File: src/rtl/dice_cnt_pkg.sv
package dice_cnt_pkg;
    typedef enum logic [1:0] {
        ST_LOAD,
        ST_IDLE,
        ST_INC,
        ST_WB
    } dc_state_e;
endpackage

File: src/rtl/dice_index.sv
module dice_index #(
    parameter int FACES     = 6,
    parameter int CNT_BYTES = 3,
    parameter int FW        = 3,
    parameter int AW        = 7
) (
    input  logic [FW-1:0] face_a,
    input  logic [FW-1:0] face_b,
    output logic [AW-1:0] base_off,
    output logic          in_range
);
    always_comb begin
        int unsigned idx;
        in_range = (32'(face_a) < FACES) && (32'(face_b) < FACES);
        idx      = 32'(face_a) * FACES + 32'(face_b);
        base_off = in_range ? AW'(idx * CNT_BYTES) : '0;
    end
endmodule

File: src/rtl/dice_table.sv
module dice_table #(
    parameter int DEPTH = 108,
    parameter int AW    = 7
) (
    input  logic          clk,
    input  logic          wr_en,
    input  logic [AW-1:0] addr,
    input  logic [7:0]    wr_data,
    output logic [7:0]    rd_data
);
    logic [7:0] mem [DEPTH];

    always_ff @(posedge clk) begin
        if (wr_en) mem[addr] <= wr_data;
    end

    assign rd_data = mem[addr];
endmodule

File: src/rtl/dice_tally.sv
module dice_tally
    import dice_cnt_pkg::*;
#(
    parameter  int FACES     = 6,
    parameter  int CNT_BYTES = 3,
    localparam int FW        = (FACES > 1) ? $clog2(FACES + 1) : 1,
    localparam int DEPTH     = FACES * FACES * CNT_BYTES,
    localparam int AW        = $clog2(DEPTH)
) (
    input  logic          clk,
    input  logic          rst_n,
    input  logic          roll_valid,
    input  logic [FW-1:0] roll_a,
    input  logic [FW-1:0] roll_b,
    output logic          roll_ready,
    output logic          nv_req,
    output logic          nv_we,
    output logic [AW-1:0] nv_addr,
    output logic [7:0]    nv_wdata,
    input  logic [7:0]    nv_rdata,
    input  logic          nv_ready
);
    localparam int KW   = (CNT_BYTES > 1) ? $clog2(CNT_BYTES) : 1;
    localparam int LAST = DEPTH - 1;

    typedef struct packed {
        dc_state_e     st;
        logic [AW-1:0] addr;
        logic [KW-1:0] k;
    } regs_t;

    regs_t         d, q;
    logic [AW-1:0] base_off;
    logic          in_range;
    logic          tbl_we;
    logic [7:0]    tbl_wd;
    logic [7:0]    tbl_rd;

    dice_index #(
        .FACES(FACES), .CNT_BYTES(CNT_BYTES), .FW(FW), .AW(AW)
    ) u_index (
        .face_a(roll_a), .face_b(roll_b),
        .base_off(base_off), .in_range(in_range)
    );

    dice_table #(.DEPTH(DEPTH), .AW(AW)) u_table (
        .clk(clk), .wr_en(tbl_we), .addr(q.addr),
        .wr_data(tbl_wd), .rd_data(tbl_rd)
    );

    always_comb begin
        d      = q;
        tbl_we = 1'b0;
        tbl_wd = nv_rdata;
        case (q.st)
            ST_LOAD: begin
                if (nv_ready) begin
                    tbl_we = 1'b1;
                    if (q.addr == AW'(LAST)) begin
                        d.st   = ST_IDLE;
                        d.addr = '0;
                    end else begin
                        d.addr = q.addr + 1'b1;
                    end
                end
            end
            ST_IDLE: begin
                if (roll_valid && in_range) begin
                    d.st   = ST_INC;
                    d.addr = base_off;
                    d.k    = '0;
                end
            end
            ST_INC: begin
                tbl_we = 1'b1;
                tbl_wd = tbl_rd + 8'd1;
                if (tbl_wd == 8'd0 && q.k != KW'(CNT_BYTES - 1)) begin
                    d.k    = q.k + 1'b1;
                    d.addr = q.addr + 1'b1;
                end else begin
                    d.st = ST_WB;
                end
            end
            ST_WB: begin
                if (nv_ready) begin
                    if (q.k == '0) begin
                        d.st = ST_IDLE;
                    end else begin
                        d.k    = q.k - 1'b1;
                        d.addr = q.addr - 1'b1;
                    end
                end
            end
            default: d.st = ST_IDLE;
        endcase
    end

    always_ff @(posedge clk) begin
        if (!rst_n) begin
            q <= '{st: ST_LOAD, addr: '0, k: '0};
        end else begin
            q <= d;
        end
    end

    assign roll_ready = (q.st == ST_IDLE);
    assign nv_req     = (q.st == ST_LOAD) || (q.st == ST_WB);
    assign nv_we      = (q.st == ST_WB);
    assign nv_addr    = q.addr;
    assign nv_wdata   = tbl_rd;


    load_seq_chk: assert property (@(posedge clk) disable iff (!rst_n)
        (nv_req && !nv_we && nv_ready && nv_addr != AW'(LAST))
        |=> (nv_addr == AW'($past(nv_addr) + 1'b1)));


    wb_desc_chk: assert property (@(posedge clk) disable iff (!rst_n)
        (nv_req && nv_we && nv_ready)
        |=> (!(nv_req && nv_we) || nv_addr == AW'($past(nv_addr) - 1'b1)));


    wb_zero_chk: assert property (@(posedge clk) disable iff (!rst_n)
        (nv_req && nv_we && nv_ready) |=> (!(nv_req && nv_we) || nv_wdata == 8'd0));


    req_hold_chk: assert property (@(posedge clk) disable iff (!rst_n)
        (nv_req && !nv_ready)
        |=> (nv_req && $stable(nv_addr) && $stable(nv_we) && $stable(nv_wdata)));


    busy_chk: assert property (@(posedge clk) disable iff (!rst_n)
        (roll_valid && roll_ready && in_range) |=> !roll_ready);
endmodule

File: config.mk
export PLATFORM = sky130hd
export DESIGN_NAME = dice_tally
export DESIGN_NICKNAME = d
export VERILOG_FILES = /design/src/rtl/dice_cnt_pkg.sv /design/src/rtl/dice_index.sv /design/src/rtl/dice_table.sv /design/src/rtl/dice_tally.sv
export SDC_FILE = /design/constraint.sdc
export NUM_CORES = 1
export LEC_CHECK = 0
export BUFFER_PORTS_ARGS = -buffer_cell sky130_fd_sc_hd__buf_4
export CAP_MARGIN = 25
export CORE_ASPECT_RATIO = 1.25
export CORE_MARGIN = 5
export CORE_UTILIZATION = 49
export DETAILED_ROUTE_END_ITERATION = 8
export GPL_TIMING_DRIVEN = 0
export PLACE_DENSITY = 0.78
export SYNTH_ARGS = -nofsm -noshare
export SYNTH_HDL_FRONTEND = slang
export SYNTH_SLANG_ARGS = --single-unit
File: constraint.sdc
create_clock -name clk -period 7.95 [get_ports clk]
set_input_delay 1.9875 -clock clk [delete_from_list [all_inputs] [get_ports clk]]
set_output_delay 1.9875 -clock clk [all_outputs]
set_load 0.05 [all_outputs]
* Word level (Yosys, flattened, before mapping)
Memory sizes are Yosys's and may differ from the RTL's. A register that Yosys moved wholly into a read port is not among the register bits.
Cells that the tools add are included.
** Cells by class
- Divide/modulo/power cells :: 0
- Bitwise logic cells :: 0
- Order comparisons :: 2
- $add $sub $neg :: 6
- Multipliers :: 2
- Equality and inequality tests :: 13
- Reduce and logical (&&, ||, !) cells :: 11
- Shift operators :: 0
- Multiplexer cells :: 19
** Operators by type and width (count)
- 9-bit case mux with 4 select lines :: 1
- 32-bit by 2-bit multiplier with 7-bit output, second input constant :: 1
- 7-bit two-way mux :: 4
- 9-bit two-way mux :: 3
- 11-bit two-way mux :: 2
- 2-bit != test, second input constant :: 6
- 5-bit AND reduction :: 2
- 8-bit by 1-bit adder with 8-bit output, second input constant :: 1
- 8-bit zero test :: 1
- 8-bit two-way mux :: 1
- 6-bit by 3-bit adder with 7-bit output :: 1
- 7-bit by 1-bit adder with 7-bit output, second input constant :: 1
- 7-bit == test, second input constant :: 1
- 7-bit by 1-bit subtractor with 7-bit output, second input constant :: 1
- 3-bit < comparator, second input constant :: 2
- 2-bit two-way mux :: 3
- 2-bit by 1-bit != test with 1-bit output, second input constant :: 3
- 2-bit case mux with 3 select lines :: 1
- 6-bit AND reduction :: 1
- 3-bit by 2-bit multiplier with 5-bit output, second input constant :: 1
- 2-bit == test, second input constant :: 2
- 2-bit zero test :: 2
- 1-bit logical AND :: 3
- 1-bit two-way mux :: 3
- 6 further kinds :: 6
** Word-level totals
- Memory bits (read-only) :: 0
- Input port bits :: 18
- Output and inout port bits :: 18
- Register bits after elaboration :: 11
- Memories kept :: 1
- Logic and storage cells :: 57
- Bits in latches :: 0
- Memory bits (writable) :: 864
** Memories
- u_table.mem :: words 108, width 8, read ports 1, clocked after Yosys merged registers in 1, write ports 1, line dice_table.sv:11 : logic [7:0] mem [DEPTH];

* Depth between registers and ports, before layout
Gate-level depths: netlist of the first run.
- Depth in word-level cells :: 8
- Depth in mapped cells :: 17
- Gate-level depth less buffers :: 14

* By module
A second synthesis of the first run with hierarchy kept.
** Unflattened totals
- Cell total of the unflattened synthesis :: 2219
- Area, all modules :: 35731.8 µm²
** By module, submodules not included
- dice_table :: area an instance 33902.5 µm², instances 1, seq. area each 25944.9 µm², cells an instance 1984
- dice_tally :: area an instance 1407.6 µm², instances 1, seq. area each 220.2 µm², cells an instance 186
- dice_index :: area an instance 421.7 µm², instances 1, seq. area each 0.0 µm², cells an instance 49

* Worst setup path after synthesis of the first run
No wires, ideal clock.
- Kind :: register to register
- From :: register with a tool-made name
- To :: memory u_table.mem[0][2], data pin
- Arrival time :: 7.185 ns
- Library setup time :: 1.069 ns
- Slack :: -0.303 ns
- Stages on the path, launching flop included :: 13
- Path buffers :: 5
- Period minus slack after synthesis :: 8.253 ns
- Data required time :: 6.881 ns
- Cell sequence :: dfxtp_1 -> buf_6 -> buf_8 -> buf_12 -> buf_12 -> buf_8 -> mux2i_1 -> a32oi_1 -> o41ai_1 -> a311oi_2 -> ha_1 -> nor2_1 -> o31ai_1
** RTL lines (line)
- end, declared :: dice_table.sv:11

==> impl_metrics.ini, run 1 <==
[cts]
hold_buffers = 0
tritoncts = yes
cts.sinks = 882
path_clk_slew_ns = 0.06
cts_resized = 0
numCtsBuffers = 78
htree_levels = 3
cts_setup_buffers = 0
cts_root_buffer = clkbuf_16
insertion_delay_ns = 0.64
cts_max_path_buffers = 3

[global_routing]
grtUsageTotal = 0.274
grt_pass1_vias = 20771
grt_max_degree = 77
grt_first_pass_wirelength_um = 153000
antenna_found_initial = 0
grt.overflow.total = 0

[floorplan]
dieArea_um2 = 79100
die_h_um = 313
core_um2 = 73200
start_util = 0.493
pin_count = 36
fp.dieW_um = 253
row_count = 111

[synthesis]
yosys-top-cells-count = 864 x edfxtp_1, 201 x mux4_2, 162 x nor2_1
yosysTopAreaCell = edfxtp_1
mappedNetlistArea_um2 = 36100
syn_area_per_cell_um2 = 19.2
synthFlopType = edfxtp_1
ys_ff_latch = 882
synth_area_leaders = edfxtp_1 72%, mux4_2 13%, nor2_1 1.7%, mux2i_1 1.5%, dfxtp_1 1.0%
synth.most_common_cell = edfxtp_1
ys_types = 75
synth_edf_count = 864
ys_warn_count = 0
synthCells = 1881
yosysTopAreaCellShare = 0.720
synth_fp_nets = 1921
ys_async_sr_fraction = 0
synth-seq-area-share = 0.729

[setup_path]
worst_path_dominant_cell_family = buffers and inverters
cp.arrival_ns = 4.67
critical_path_class = flop to primary output
crit_cells = 9
critPathBufInv = 4
crit_path_end_kind = primary output
start_kind = flop
critPathMaxStageDelay_ns = 0.83
cp_cell_sequence = buf_4 > buf_6 > and2_1 > clkbuf_1 > a22o_1 > o41ai_1 > o311ai_1 > o311ai_2 > buf_4
crit_path_frequent_cell = buf_4
cp_slowest_cell = clkbuf_1
critPathRequiredTime_ns = 5.96
cp_max_fo = 10
r2r_cells = 15

[timing]
setup_violations = 0
slew_headroom = 0.0947
tns_ns = 0
worstMarginPinSlew_ns = 1.36
fin_crit_ns = 6.66
finalCritPeriodShare = 0.838
rsz0062_at_grt = no
finalHoldViolCount = 0
max_freq_mhz = 150
clock_skew_ns = 0.0191
drv_slew = 0

[route]
drt-total-wl_um = 109000
vias = 20723
drc = 0
first_iter_violations = 3741
route.detailed.wl_per_inst_um = 35.9
ant_nets = 0
drt_pass1_iterations = 8
avgViaCountPerCell = 6.80

[power_and_ir_drop]
power_leakage_nw = 12.7
ir_drop_v = 0.000190
p_per_area_nw_per_um2 = 236

[layout]
nets = 2069
final-instance-count-excl-fill = 3048
drive_above_1_share = 0.241
area_growth_pct = 12.9

[status]
status = completed

[placed_design]
place_hpwl_um = 72800
place_congestion = 1.04
port-buffer-count = 35
dpl.cell_count = 2904

[hold_path]
worstHoldPathType = flop to flop
hold_depth = 2

[job]
drv_cap = 0
## logic make-up (layout without fill, tap and decap cells)
logic type               Yosys count  count (layout)  synth area share
flip-flops                       882             882             0.729
AND/OR/NAND/NOR                  353             353            0.0433
multiplexers                     274             274             0.146
AO/OA/AOI/OAI                    196             196            0.0428
buffers and inverters            137             343            0.0256
adder cells (fa/ha/maj)           22              22           0.00826
XOR/XNOR                          17              17           0.00413
other                              0               1                 0
## tightest hold or removal path, cell delays in order (launching register included)
cell and delay [ns]:
dfxtp_1 0.37, nand2_1 0.08, mux2i_1 0.06
## metal layers
layer | track usage | share of wire | up-vias
met1 | 0.328 | 0.32 | 10479
met4 | 0.189 | 0.088 | 0
li1 | - | - | 7944
met5 | 0 | 0 | -
met2 | 0.435 | 0.47 | 1810
met3 | 0.0731 | 0.12 | 490
## report_power, final
part,internal [mW],total (mW),switching [mW]
logic,0.256,0.721,0.465
registers,5.11,5.11,0.00459
clock network,2.11,3.78,1.68
## final timing paths
check,slack [ns],endpoint,from
setup / recovery,1.29,nv_wdata[6],flop
hold / removal,0.55,q[10],q[10]
setup reg to reg,2.36,u_table.mem[48][7],flop
hold reg to reg,0.55,q[10],q[10]
## state kept, by name, summed over array words and instances (netlist names), named ones only
name / count
u_table.mem: 864
nv_addr: 7
q: 4
## final cells by class
class / count / area [µm²]
clock inverters: 44 / 435
well taps: 960 / 1200
plain buffers: 114 / 836
fillers: 5252 / 32500
clock buffers: 94 / 2050
inverters: 23 / 86.3
repair buffers: 68 / 852
multi-input cells: 862 / 8940
flip-flops and latches: 882 / 26300
diodes: 1 / 2.50
## layout by cell type (no fill, tap or decap), types with 10 or more instances in the layout
cell       instances
a21oi_1           32
a22oi_1           32
buf_12            14
buf_2             19
buf_4             67
buf_6             22
buf_8             13
clkbuf_1          53
clkbuf_16         80
clkinv_1          17
clkinv_2          13
dfxtp_1           18
edfxtp_1         864
ha_1              19
inv_1             19
mux2_2            17
mux2i_1           54
mux4_2           201
nand2_1           76
nand2b_1          13
nand3_1           30
nor2_1           162
nor2b_1           21
nor3_1            16
o21ai_0           13
o22ai_1           19
xnor2_1           10
## metrics by stage
| step | setup slack [ns] | hold slack [ns] | utilization | area (µm²) | total power [mW] |
|---|---|---|---|---|---|
| after global placement | -3.42 | 0.497 | 0.513 | 37500 | 5.89 |
| after global routing | 1.38 | 0.569 | 0.556 | 40700 | 9.84 |
| after CTS | 1.45 | 0.543 | 0.555 | 40600 | 9.58 |
| after detailed placement | 2.19 | 0.534 | 0.521 | 38100 | 5.91 |
| final | 1.29 | 0.549 | 0.556 | 40700 | 9.62 |
| after floorplan | 1.17 | 0.479 | - | 36100 | 5.63 |
Power figures use the tool's default switching activity.
==> run 2: changes to the inputs <==
Clock period 7.95 ns to 5.86 ns, I/O delays scaled along.
==> run 2 against run 1 <==
  * The run now ends with setup timing left
  * Register-to-register slack worse by 2.0 ns
  * Clock skew grew 0.022 ns
  * Worst setup slack got worse by 1.4 ns
  * Count of clock-buffer cells in the layout is 8 higher
  * Power increased by 37%
  * Wire length increased by 1.7%
==> impl_metrics.ini, run 2 (synthesis gave the netlist of run 1 again) <==
[hold_path]
hold_depth = 2
hold_path.startpoint = q[10]
worstHoldPathType = flop to flop
hold_path_end = q[10]

[layout]
regArea_um2 = 26300
final_common_cell = edfxtp_1
top_register = u_table.mem
fin_area_um2 = 40700
nets = 2065
fillers = 5345
layout_common_cells = 864 x edfxtp_1, 201 x mux4_2, 162 x nor2_1
largest_reg_flops = 864
multi_input_area_um2 = 8950
area_growth_pct = 12.9
final-instance-count-excl-fill = 3049
drive_above_1_share = 0.241

[route]
wl_met1_um = 35800
drc = 0
first_iter_violations = 3532
drt-total-wl_um = 111000
ant_nets = 0
route.detailed.wl_per_inst_um = 36.5
top_layer_used = met4
route.met3.wl_um = 13100
vias = 20643
wl_met2_um = 53200
drt_pass1_iterations = 8
avgViaCountPerCell = 6.77

[cts]
cts_root_buffer = clkbuf_16
cts.sinks = 882
htree_levels = 3
numCtsBuffers = 80
hold_buffers = 0
insertion_delay_ns = 0.64
path_clk_slew_ns = 0.07
cts_setup_buffers = 0
tritoncts = yes
cts_max_path_buffers = 3

[setup_path]
r2r_cells = 14
cp_max_fo = 10
cp.arrival_ns = 4.46
critPathRequiredTime_ns = 4.39
start_kind = flop
critical_path_class = flop to primary output
rr_endpoint = u_table.mem[60][4]
crit_path_end_kind = primary output
reg2reg_slack_ns = 0.33

[job]
drv_cap = 0

[status]
status = finished, violations left
violations = setup timing

[timing]
tns_ns = -0.134
rsz0062_at_grt = no
fin_crit_ns = 5.92
slew_headroom = 0.211
worstMarginPinSlew_ns = 1.18
setup_slack_ns = -0.0649
finalHoldViolCount = 0
max_freq_mhz = 169
clock_skew_ns = 0.0416
finalCritPeriodShare = 1.01
drv_slew = 0
holdWs_ns = 0.536
setup_violations = 3

[power_and_ir_drop]
power_frac_comb = 0.074
p_clk_frac = 0.401
p_per_area_nw_per_um2 = 325
switchingPower_mw = 2.94
p_int_mw = 10.3
ir_drop_v = 0.000314
power_leakage_nw = 12.7
seq_power_share = 0.525
p_sw_frac = 0.223

[placed_design]
place_hpwl_um = 74800
port-buffer-count = 35
placed_area_um2 = 38100
dpl.cell_count = 2900
place_congestion = 0.999

[floorplan]
core_um2 = 73200
pin_count = 36
die_h_um = 313
fp.dieW_um = 253
dieArea_um2 = 79100
start_util = 0.493
row_count = 111

[global_routing]
grt_first_pass_wirelength_um = 155000
grt_pass1_vias = 20732
grt_max_degree = 102
grt.overflow.total = 0
antenna_found_initial = 2
grtUsageTotal = 0.279
==> run 2: cell types whose count changed in the layout (fill, tap and decap cells not counted), moves of 3 or more <==
cell / change
buf_16: -4
clkbuf_16: +4
buf_8: -3
clkbuf_2: +3
clkinv_2: -3
==> run 2: worst max-delay path by stage <==
stage / endpoint / cells past startpoint
detailed placement: nv_wdata[3] / 10
global route: nv_wdata[1] / 9
finish: nv_wdata[7] / 10
floorplan: u_table.mem[0][0] / 8
global placement: u_table.mem[42][0] / 7
CTS: nv_wdata[7] / 10
==> run 2: worst max-delay path, stage by stage, from the launching register on <==
cell	delay, ns
dfxtp_1	0.38
buf_2	0.24
buf_2	0.44
buf_2	0.47
buf_2	0.49
nor2b_1	0.55
a221oi_1	0.17
o21ai_0	0.20
nand4_1	0.22
o211ai_2	0.32
buf_4	0.31
==> run 2: metal layers <==
layer | up-vias | global-route usage
li1 | 7941 | -
met1 | 10463 | 0.337
met2 | 1807 | 0.447
met3 | 432 | 0.0710
met4 | 0 | 0.187
met5 | - | 0
==> run 2: area by class of cell <==
type	count	area share
Clock inverter	41	0.0102
Antenna cell	3	0.000184
Clock buffer	102	0.0538
Buffer	114	0.0206
Multi-Input combinational cell	862	0.220
Timing Repair Buffer	62	0.0175
Sequential cell	882	0.646
Tap cell	960	0.0295
Inverter	23	0.00212
==> run 2: metrics by stage <==
| step | setup WS, ns | power [mW] | utilization |
|---|---|---|---|
| 2_1_floorplan | 0.0529 | 7.64 | - |
| 3_3_place_gp | -4.17 | 7.99 | 0.513 |
| 3_5_place_dp | 0.215 | 8.03 | 0.520 |
| 4_1_cts | 0.0229 | 13.2 | 0.556 |
| 5_1_grt | 0.00916 | 13.5 | 0.556 |
| 6_report | -0.0649 | 13.2 | 0.556 |
==> run 2: power groups by stage <==
stage | clock network [mW] | logic [mW] | registers (mW)
floorplan | 0 | 0.563 | 7.08
global placement | 0 | 0.901 | 7.09
detailed placement | 0 | 0.953 | 7.07
CTS | 5.28 | 0.959 | 6.94
global route | 5.57 | 1.00 | 6.93
finish | 5.30 | 0.979 | 6.94
==> run 2: timing repair <==
action	4_1_cts	5_1_grt
endpoints found under the hold margin	0	0
gates resized for setup	4	3
setup endpoints to repair	5	1
